<file path="src/rtl/ds_pkg.sv">
package ds_pkg;
  localparam int DS_TAG_W    = 8;
  localparam int DS_CNT_W    = 3;
  localparam int DS_CPLX_MAX = 4;
  localparam int DS_SEQ_W    = $clog2(DS_CPLX_MAX);

  typedef struct packed {
    logic [DS_TAG_W-1:0] tag;
    logic [DS_SEQ_W-1:0] seq;
    logic                last;
  } uop_t;

  // legal counts are 1..DS_CPLX_MAX
  function automatic logic cnt_legal(input logic [DS_CNT_W-1:0] c);
    return (c != '0) && (int'(c) <= DS_CPLX_MAX);
  endfunction
endpackage

</file>
<file path="src/rtl/ds_group.sv">
module ds_group
  import ds_pkg::*;
#(
  parameter int NSLOT  = 3,
  parameter int QCNT_W = 3,
  parameter int PUSH_W = 3,
  parameter int TAKE_W = 2
) (
  input  logic [NSLOT-1:0]                slot_vld,
  input  logic [NSLOT-1:0][DS_CNT_W-1:0]  slot_cnt,
  input  logic [QCNT_W-1:0]               q_free,
  output logic [TAKE_W-1:0]               take_n,
  output logic [PUSH_W-1:0]               grp_uops,
  output logic                            head_bad
);

  always_comb begin : pick
    logic              open;
    logic [TAKE_W-1:0] n;
    logic [PUSH_W-1:0] u;
    head_bad = slot_vld[0] && !cnt_legal(slot_cnt[0]);
    n    = '0;
    u    = '0;
    open = 1'b0;
    // oldest instruction always goes to the complex slot
    if (slot_vld[0] && !head_bad) begin
      n    = TAKE_W'(1);
      u    = PUSH_W'(slot_cnt[0]);
      open = 1'b1;
    end
    // simple slots accept single-micro-op instructions, in order
    for (int k = 1; k < NSLOT; k++) begin
      if (open && slot_vld[k] && slot_cnt[k] == DS_CNT_W'(1)) begin
        n = n + TAKE_W'(1);
        u = u + PUSH_W'(1);
      end else begin
        open = 1'b0;
      end
    end
    // whole group or nothing
    if (int'(u) <= int'(q_free)) begin
      take_n   = n;
      grp_uops = u;
    end else begin
      take_n   = '0;
      grp_uops = '0;
    end
  end

endmodule

</file>
<file path="src/rtl/ds_expand.sv">
module ds_expand
  import ds_pkg::*;
#(
  parameter int NSLOT    = 3,
  parameter int PUSH_MAX = 6
) (
  input  logic [NSLOT-1:0][DS_CNT_W-1:0] slot_cnt,
  input  logic [NSLOT-1:0][DS_TAG_W-1:0] slot_tag,
  output uop_t [PUSH_MAX-1:0]            lane_uop
);

  // lanes 0..c0-1 carry the complex slot; the following lanes carry
  // the simple slots in order. Lanes past the group are never written.
  always_comb begin : lanes
    int c0;
    int s;
    c0 = int'(slot_cnt[0]);
    for (int j = 0; j < PUSH_MAX; j++) begin
      lane_uop[j] = '0;
      s = j - c0 + 1;
      if (j < c0) begin
        lane_uop[j].tag  = slot_tag[0];
        lane_uop[j].seq  = DS_SEQ_W'(j);
        lane_uop[j].last = (j == c0 - 1);
      end else if (s > 0 && s < NSLOT) begin
        lane_uop[j].tag  = slot_tag[s];
        lane_uop[j].last = 1'b1;
      end
    end
  end

endmodule

</file>
<file path="src/rtl/ds_uopq.sv">
module ds_uopq
  import ds_pkg::*;
#(
  parameter int QDEPTH   = 6,
  parameter int PUSH_MAX = 6,
  parameter int POP_MAX  = 3,
  parameter int QCNT_W   = 3,
  parameter int PUSH_W   = 3
) (
  input  logic                  clk,
  input  logic                  rst_n,
  input  logic [PUSH_W-1:0]     push_n,
  input  uop_t [PUSH_MAX-1:0]   push_uop,
  input  logic                  pop_req,
  output logic [QCNT_W-1:0]     q_cnt,
  output uop_t [POP_MAX-1:0]    out_uop,
  output logic [POP_MAX-1:0]    out_vld
);

  localparam int PTR_W = (QDEPTH > 1) ? $clog2(QDEPTH) : 1;

  uop_t              mem [QDEPTH];
  logic [PTR_W-1:0]  rd_ptr, wr_ptr;
  logic [QCNT_W-1:0] cnt;
  logic [QCNT_W-1:0] pop_n;

  function automatic logic [PTR_W-1:0] wrap(input int p);
    return PTR_W'(p % QDEPTH);
  endfunction

  always_comb begin
    if (!pop_req)                pop_n = '0;
    else if (int'(cnt) > POP_MAX) pop_n = QCNT_W'(POP_MAX);
    else                         pop_n = cnt;
  end

  always_ff @(posedge clk) begin
    if (!rst_n) begin
      rd_ptr <= '0;
      wr_ptr <= '0;
      cnt    <= '0;
    end else begin
      wr_ptr <= wrap(int'(wr_ptr) + int'(push_n));
      rd_ptr <= wrap(int'(rd_ptr) + int'(pop_n));
      cnt    <= cnt + QCNT_W'(push_n) - pop_n;
    end
  end

  always_ff @(posedge clk) begin
    for (int j = 0; j < PUSH_MAX; j++) begin
      if (rst_n && j < int'(push_n)) mem[wrap(int'(wr_ptr) + j)] <= push_uop[j];
    end
  end

  always_comb begin
    for (int i = 0; i < POP_MAX; i++) begin
      out_uop[i] = mem[wrap(int'(rd_ptr) + i)];
      out_vld[i] = (i < int'(cnt));
    end
  end

  assign q_cnt = cnt;

  // the steering side never writes more than the free entries
  a_r5_no_overflow: assert property (@(posedge clk) disable iff (!rst_n)
    int'(push_n) <= QDEPTH - int'(q_cnt));

endmodule

</file>
<file path="src/rtl/ds_decode_steer.sv">
module ds_decode_steer
  import ds_pkg::*;
#(
  parameter int NSLOT   = 3,
  parameter int QDEPTH  = 6,
  parameter int POP_MAX = 3
) (
  input  logic                          clk,
  input  logic                          rst_n,
  input  logic [NSLOT-1:0]              in_valid,
  input  logic [NSLOT*DS_CNT_W-1:0]     in_cnt,
  input  logic [NSLOT*DS_TAG_W-1:0]     in_tag,
  output logic [$clog2(NSLOT+1)-1:0]    in_take,
  output logic                          dec_err,
  output logic [POP_MAX-1:0]            out_valid,
  input  logic                          out_ready,
  output logic [POP_MAX*DS_TAG_W-1:0]   out_tag,
  output logic [POP_MAX*DS_SEQ_W-1:0]   out_seq,
  output logic [POP_MAX-1:0]            out_last
);

  localparam int TAKE_W   = $clog2(NSLOT + 1);
  localparam int PUSH_MAX = DS_CPLX_MAX + NSLOT - 1;
  localparam int PUSH_W   = $clog2(PUSH_MAX + 1);
  localparam int QCNT_W   = $clog2(QDEPTH + 1);

  logic [NSLOT-1:0][DS_CNT_W-1:0] cnt_a;
  logic [NSLOT-1:0][DS_TAG_W-1:0] tag_a;
  logic [QCNT_W-1:0]              q_cnt;
  logic [QCNT_W-1:0]              q_free;
  logic [PUSH_W-1:0]              grp_uops;
  uop_t [PUSH_MAX-1:0]            lane_uop;
  uop_t [POP_MAX-1:0]             head_uop;

  assign cnt_a  = in_cnt;
  assign tag_a  = in_tag;
  assign q_free = QCNT_W'(QDEPTH) - q_cnt;

  ds_group #(
    .NSLOT(NSLOT), .QCNT_W(QCNT_W), .PUSH_W(PUSH_W), .TAKE_W(TAKE_W)
  ) u_group (
    .slot_vld (in_valid),
    .slot_cnt (cnt_a),
    .q_free   (q_free),
    .take_n   (in_take),
    .grp_uops (grp_uops),
    .head_bad (dec_err)
  );

  ds_expand #(
    .NSLOT(NSLOT), .PUSH_MAX(PUSH_MAX)
  ) u_expand (
    .slot_cnt (cnt_a),
    .slot_tag (tag_a),
    .lane_uop (lane_uop)
  );

  ds_uopq #(
    .QDEPTH(QDEPTH), .PUSH_MAX(PUSH_MAX), .POP_MAX(POP_MAX),
    .QCNT_W(QCNT_W), .PUSH_W(PUSH_W)
  ) u_queue (
    .clk      (clk),
    .rst_n    (rst_n),
    .push_n   (grp_uops),
    .push_uop (lane_uop),
    .pop_req  (out_ready),
    .q_cnt    (q_cnt),
    .out_uop  (head_uop),
    .out_vld  (out_valid)
  );

  for (genvar i = 0; i < POP_MAX; i++) begin : g_out
    assign out_tag[i*DS_TAG_W +: DS_TAG_W] = head_uop[i].tag;
    assign out_seq[i*DS_SEQ_W +: DS_SEQ_W] = head_uop[i].seq;
    assign out_last[i]                     = head_uop[i].last;
  end

  // an illegal head is never consumed
  a_r6_err_no_take: assert property (@(posedge clk) disable iff (!rst_n)
    dec_err |-> in_take == '0);

  // consumption stays inside the valid window
  a_r8_take_in_window: assert property (@(posedge clk) disable iff (!rst_n)
    int'(in_take) <= $countones(in_valid));

  // output lanes form a run from lane 0
  a_r7_out_prefix: assert property (@(posedge clk) disable iff (!rst_n)
    ((out_valid + 1'b1) & out_valid) == '0);

  // a stalled consumer loses nothing
  a_r7_hold_on_stall: assert property (@(posedge clk) disable iff (!rst_n)
    (!out_ready && out_valid[0]) |=> out_valid[0]);

endmodule

</file>
<file path="config.mk">
export PLATFORM = sky130hd
export DESIGN_NAME = ds_decode_steer
export DESIGN_NICKNAME = d
export VERILOG_FILES = /design/src/rtl/ds_pkg.sv /design/src/rtl/ds_group.sv /design/src/rtl/ds_expand.sv /design/src/rtl/ds_uopq.sv /design/src/rtl/ds_decode_steer.sv
export SDC_FILE = /design/constraint.sdc
export NUM_CORES = 1
export LEC_CHECK = 0
export BUFFER_PORTS_ARGS = -buffer_cell sky130_fd_sc_hd__buf_4
export CORE_UTILIZATION = 40
export DETAILED_ROUTE_END_ITERATION = 10
export PLACE_DENSITY_LB_ADDON = 0.25
export RECOVER_POWER = 25
export SETUP_SLACK_MARGIN = 0.3
export SYNTH_ARGS = -nofsm -noshare
export SYNTH_HDL_FRONTEND = slang
export SYNTH_HIERARCHICAL = 1
export SYNTH_SLANG_ARGS = --single-unit
</file>
<file path="constraint.sdc">
create_clock -name clk -period 15.05 [get_ports clk]
set_clock_uncertainty 0.15 [all_clocks]
set_input_delay 4.515 -clock clk [delete_from_list [all_inputs] [get_ports clk]]
set_output_delay 4.515 -clock clk [all_outputs]
set_load 0.02 [all_outputs]
</file>
==> impl_summary.md <==
Timing
For the pin with the worst max-slew slack, the measured transition is 2.837 ns. Setup repair after global routing left no endpoint under its margin. Setup violations remaining at the end of the flow were counted as 0. The total negative slack for setup checks is 0 ns. The count of final max-slew check failures is between 50 and 60. The final critical-path required period is 12.94 ns. In this run the tightest slew margin relative to its limit is -89.15%. The total count of hold-check failures in the final report is 0. Derived from the worst setup path, the maximum achievable clock frequency is 0.07729 GHz.

The worst path uses 85.97% of the clock period.

Clocking
The quantity of gates resized following cts is 0. The clock slew at the register clock pins of the worst setup and hold paths is 0.05 ns. The number of buffers inserted by hold repair at cts is 0.

The clock network latency to the later pin of the worst-skew pair is about 0.32 ns. The buffer count from post-CTS setup fixing is 0. The CTS buffer count is 9. The number of clock sinks is 75. The maximum buffer depth of the clock tree is 2. The number of H-tree levels is 3.

TritonCTS built the clock tree. The buffer cell driving the clock tree root is sky130_fd_sc_hd__clkbuf_16.

Global routing
The largest net degree at the start of global routing is 51. The total routing resource utilization after global routing is 26.61%. The initial antenna violation count came to 1. For this run the aggregate overflow at the end of global routing stands at 0.

The via count of the first global-routing pass is 9,548. The first global-routing pass estimated 56.12 mm of wire.

Worst setup path
Broken down by cell family, the worst path's largest delay share belongs to simple AND/OR/NAND/NOR gates. For the worst setup path, the data required time is 10.39 ns. The arrival time at the worst endpoint is 8.27 ns. The number of buffers and inverters on the critical path is 3.

STA classifies the critical path endpoint as an output pin. The critical path goes through buf_4, or2_0, nand2_1, and3_1, inv_6, nor2b_1, ha_1, nand4b_1, nor2_1, nor3_4, or2_1, ha_1, a211oi_1, nor2_1, a211oi_1, buf_4. For this run, the slowest stage of the critical path takes 0.55 ns.

The type of element launching the critical path is an input pin. The peak fanout along the critical path is 40. The highest-delay cell along the critical path is sky130_fd_sc_hd__nor2_1. The worst setup path is of the in -> out kind.

Route
After detailed routing, the number of vias per cell comes to 6.622. The first detailed-routing pass ran for 6 iterations. Summed over all layers, the routed wires come to between 30 and 40 mm. The routed length per instance is about 23 µm. The count of nets left with antenna violations once routing finished came out at 0. For this block, the initial DRC count from the detailed router was 1,607. The via count is 10,540. The post-route DRC violation count is 0.

Synthesis
Summing the areas of all fa, ha and maj instances in the mapped netlist gives between 7 and 8% of the synthesized area. The post-synthesis cell type count is 93. After synthesis, the mean cell area works out to 8.431 µm². The dominant synthesized flop cell is sky130_fd_sc_hd__edfxtp_1. By area, the combinational part of the netlist is dominated by compound AO/OA/AOI/OAI gates.

In the synthesized netlist, mux cells make up 15.16% of the area. The part of the Yosys area used for sequential elements is about a fifth. The number of synthesis warnings is 6. The share of the synthesized area in compound gates (AO/OA/AOI/OAI) is 30.02%. The synthesized instance count is ~1,300.

The synthesized design contains 66 enable-type register cells. The area share of xor/xnor cells in the synthesized design is 1.817%. After synthesis, the share of flip-flops with an asynchronous set or reset is 0%.

In this run, synthesis produced a sequential element count of 75. The cell area that synthesis handed to floorplanning was 0.01061 mm². Of the total synthesized cell area, the portion taken by AND, OR, NAND and NOR gates is 17.73%.

Power and ir drop
Dividing total power by cell area gives a power density of 127.7 mW/mm². The total power draw is 1.455 mW. In this run the static leakage power is ~4.3 nW. VDD sags by at most 162.9 µV.

Die
The die covers between 0.02 and 0.03 mm². During I/O placement, the number of pins put on the boundary was 78. The initial utilization of the core area, before any placement, comes to between 40 and 50%. The floorplan step set the die height to 164.8 µm. The die is ~160 µm wide. The area of the core is between 0.02 and 0.03 mm².

The number of placement rows is 59.

Outcome
The run finished, with violations left. The final reports fail on capacitance limit, slew limit.

Flow run
The total of max-cap violations is 1.

Place
The global placer's final weighted congestion is 0.9880. The quantity of I/O buffers inserted on ports is 77. The detailed placement HPWL is 27.48 mm. The number of cells in the design after placement is approximately 1,600.

The placed instances occupy a cell area of between 0.01 and 0.015 mm².

Worst hold path
The path class of the tightest hold or removal check is reg -> reg.

Finish
Fill cells in the final layout number between 2,000 and 3,000. The area used by sequential logic in the layout is 0.002162 mm². The final layout contains 1,352 nets. The area taken by multi-input logic gates is 0.007711 mm². The number of antenna diodes is 0. The post-route netlist has 14.25% of its cells at a drive strength greater than 1. For this run, the number of standard cells in the final layout without fillers is 1,591. The layout-stage area growth over the synthesis result is 7.396%. Once layout is done, the placed cells without fillers occupy 0.01139 mm².
-- where the power goes --
group	switching, mW	internal [mW]	total [mW]	leakage [nW]
clock network	0.0826	0.147	0.230	0.158
registers	0.0314	0.253	0.284	0.675
logic	0.565	0.377	0.942	3.49
total	0.679	0.776	1.46	4.32
-- stage by stage --
stage / util [%] / hold WS, ns / worst slack, ns
after floorplan: - / 0.4565 / 2.869
after global placement: 43.02 / 0.4846 / 2.522
after detailed placement: 43.02 / 0.4932 / 2.365
after CTS: 44.26 / 0.5107 / 2.375
after global routing: 43.71 / 0.6226 / 1.817
final: 43.71 / 0.5685 / 2.112
-- final timing paths --
kind	startpoint	endpoint	slack [ns]	depth (start not counted)
setup / recovery	in_cnt[0]	in_take[1]	2.11	16
hold / removal	u_queue/rd_ptr[0]$_SDFF_PN0_	u_queue/rd_ptr[0]$_SDFF_PN0_	0.57	2
setup reg to reg	u_queue/wr_ptr[0]$_SDFF_PN0_	u_queue/mem[3][1]$_DFFE_PP_	9.78	8
hold reg to reg	u_queue/rd_ptr[0]$_SDFF_PN0_	u_queue/rd_ptr[0]$_SDFF_PN0_	0.57	2
-- flip-flops by register name, summed over array words and instances (netlist names) --
signal / cells
u_queue/mem: 66
u_queue/q_cnt: 3
u_queue/rd_ptr: 3
u_queue/wr_ptr: 3
-- final cells by class --
class	instances	area share, %
multi-input combinational	1015	67.70
sequential	75	18.98
timing repair buffer	91	4.811
tap	335	3.680
clock buffer	10	2.010
inverter	59	1.988
clock inverter	6	0.8348
-- layer usage --
metal,vias up,track usage (%),part of all wire [%]
li1,4819,-,-
met1,5048,38.68,45
met2,608,40.49,43
met3,58,4.194,9.9
met4,2,7.089,1.8
met5,-,0,0.036
-- tightest hold or removal path, stage by stage, from the launching register on --
cell,delay (ns)
sky130_fd_sc_hd__dfxtp_1,0.43
sky130_fd_sc_hd__ha_1,0.16
sky130_fd_sc_hd__and2_1,0.10
-- cell families (layout without fill, tap and decap cells) --
| kind of cell | Yosys count | after routing |
|---|---|---|
| AOI/OAI and AO/OA | 421 | 421 |
| and+or+nand+nor | 379 | 379 |
| buffers and inverters | 174 | 166 |
| muxes | 126 | 126 |
| DFF | 75 | 75 |
| adders and majority gates | 62 | 62 |
| xor gates and xnor gates | 19 | 19 |
| other | 2 | 8 |
-- cells in the mapped netlist (all sizes together), types with 6 or more instances --
cell       n  area, µm²
edfxtp    66       1982
nor3b     12      90.09
o32ai      9      78.83
a311o     10      100.1
o211ai    11      82.58
ha        58      725.7
clkbuf    66      247.7
nor2b     16      100.1
xnor2     17      175.2
a221oi    10      87.58
a22o      27      236.5
a211o     34      297.8
o21ai     39      195.2
a31oi     24      150.1
a22oi      7      52.55
a21o      10      75.07
nand2    133      499.2
nand4      6      37.54
o22ai     75      469.2
nand3     17      85.08
o41ai      7      61.31
mux2      54      611.8
a211oi    23      182.7
mux2i     50      500.5
and3       8      55.05
dfxtp      9      180.2
and2      25      156.4
a2bb2oi    8      70.07
o2bb2ai    9      78.83
nor3      16      96.35
o221ai    20      225.2
a221o      9      90.09
o31ai     14      105.1
mux4      22      495.5
or3       12      75.07
buf       49      291.5
nor2      90      352.8
inv       58      222.7
or2       12      75.08
a21oi     43      230.2
nand2b    13      81.33
-- cell usage in the layout, fill, tap and decap left out, drive strengths merged, types with 10 or more instances in the layout --
master	Yosys	layout
o22ai	75	75
nand2b	13	13
and2	25	25
inv	58	60
nand3	17	17
ha	58	58
buf	49	55
a22o	27	27
a21oi	43	43
a211o	34	34
nor3	16	16
nor2b	16	16
a31oi	24	24
o31ai	14	14
a211oi	23	23
clkbuf	66	46
nand2	133	133
a311o	10	10
or2	12	12
mux4	22	22
edfxtp	66	66
o21ai	39	39
xnor2	17	17
nor2	90	90
o211ai	11	11
or3	12	12
nor3b	12	12
mux2	54	54
a221oi	10	10
o221ai	20	20
mux2i	50	50
a21o	10	10
Note: power is estimated with default switching activity, not from simulation.
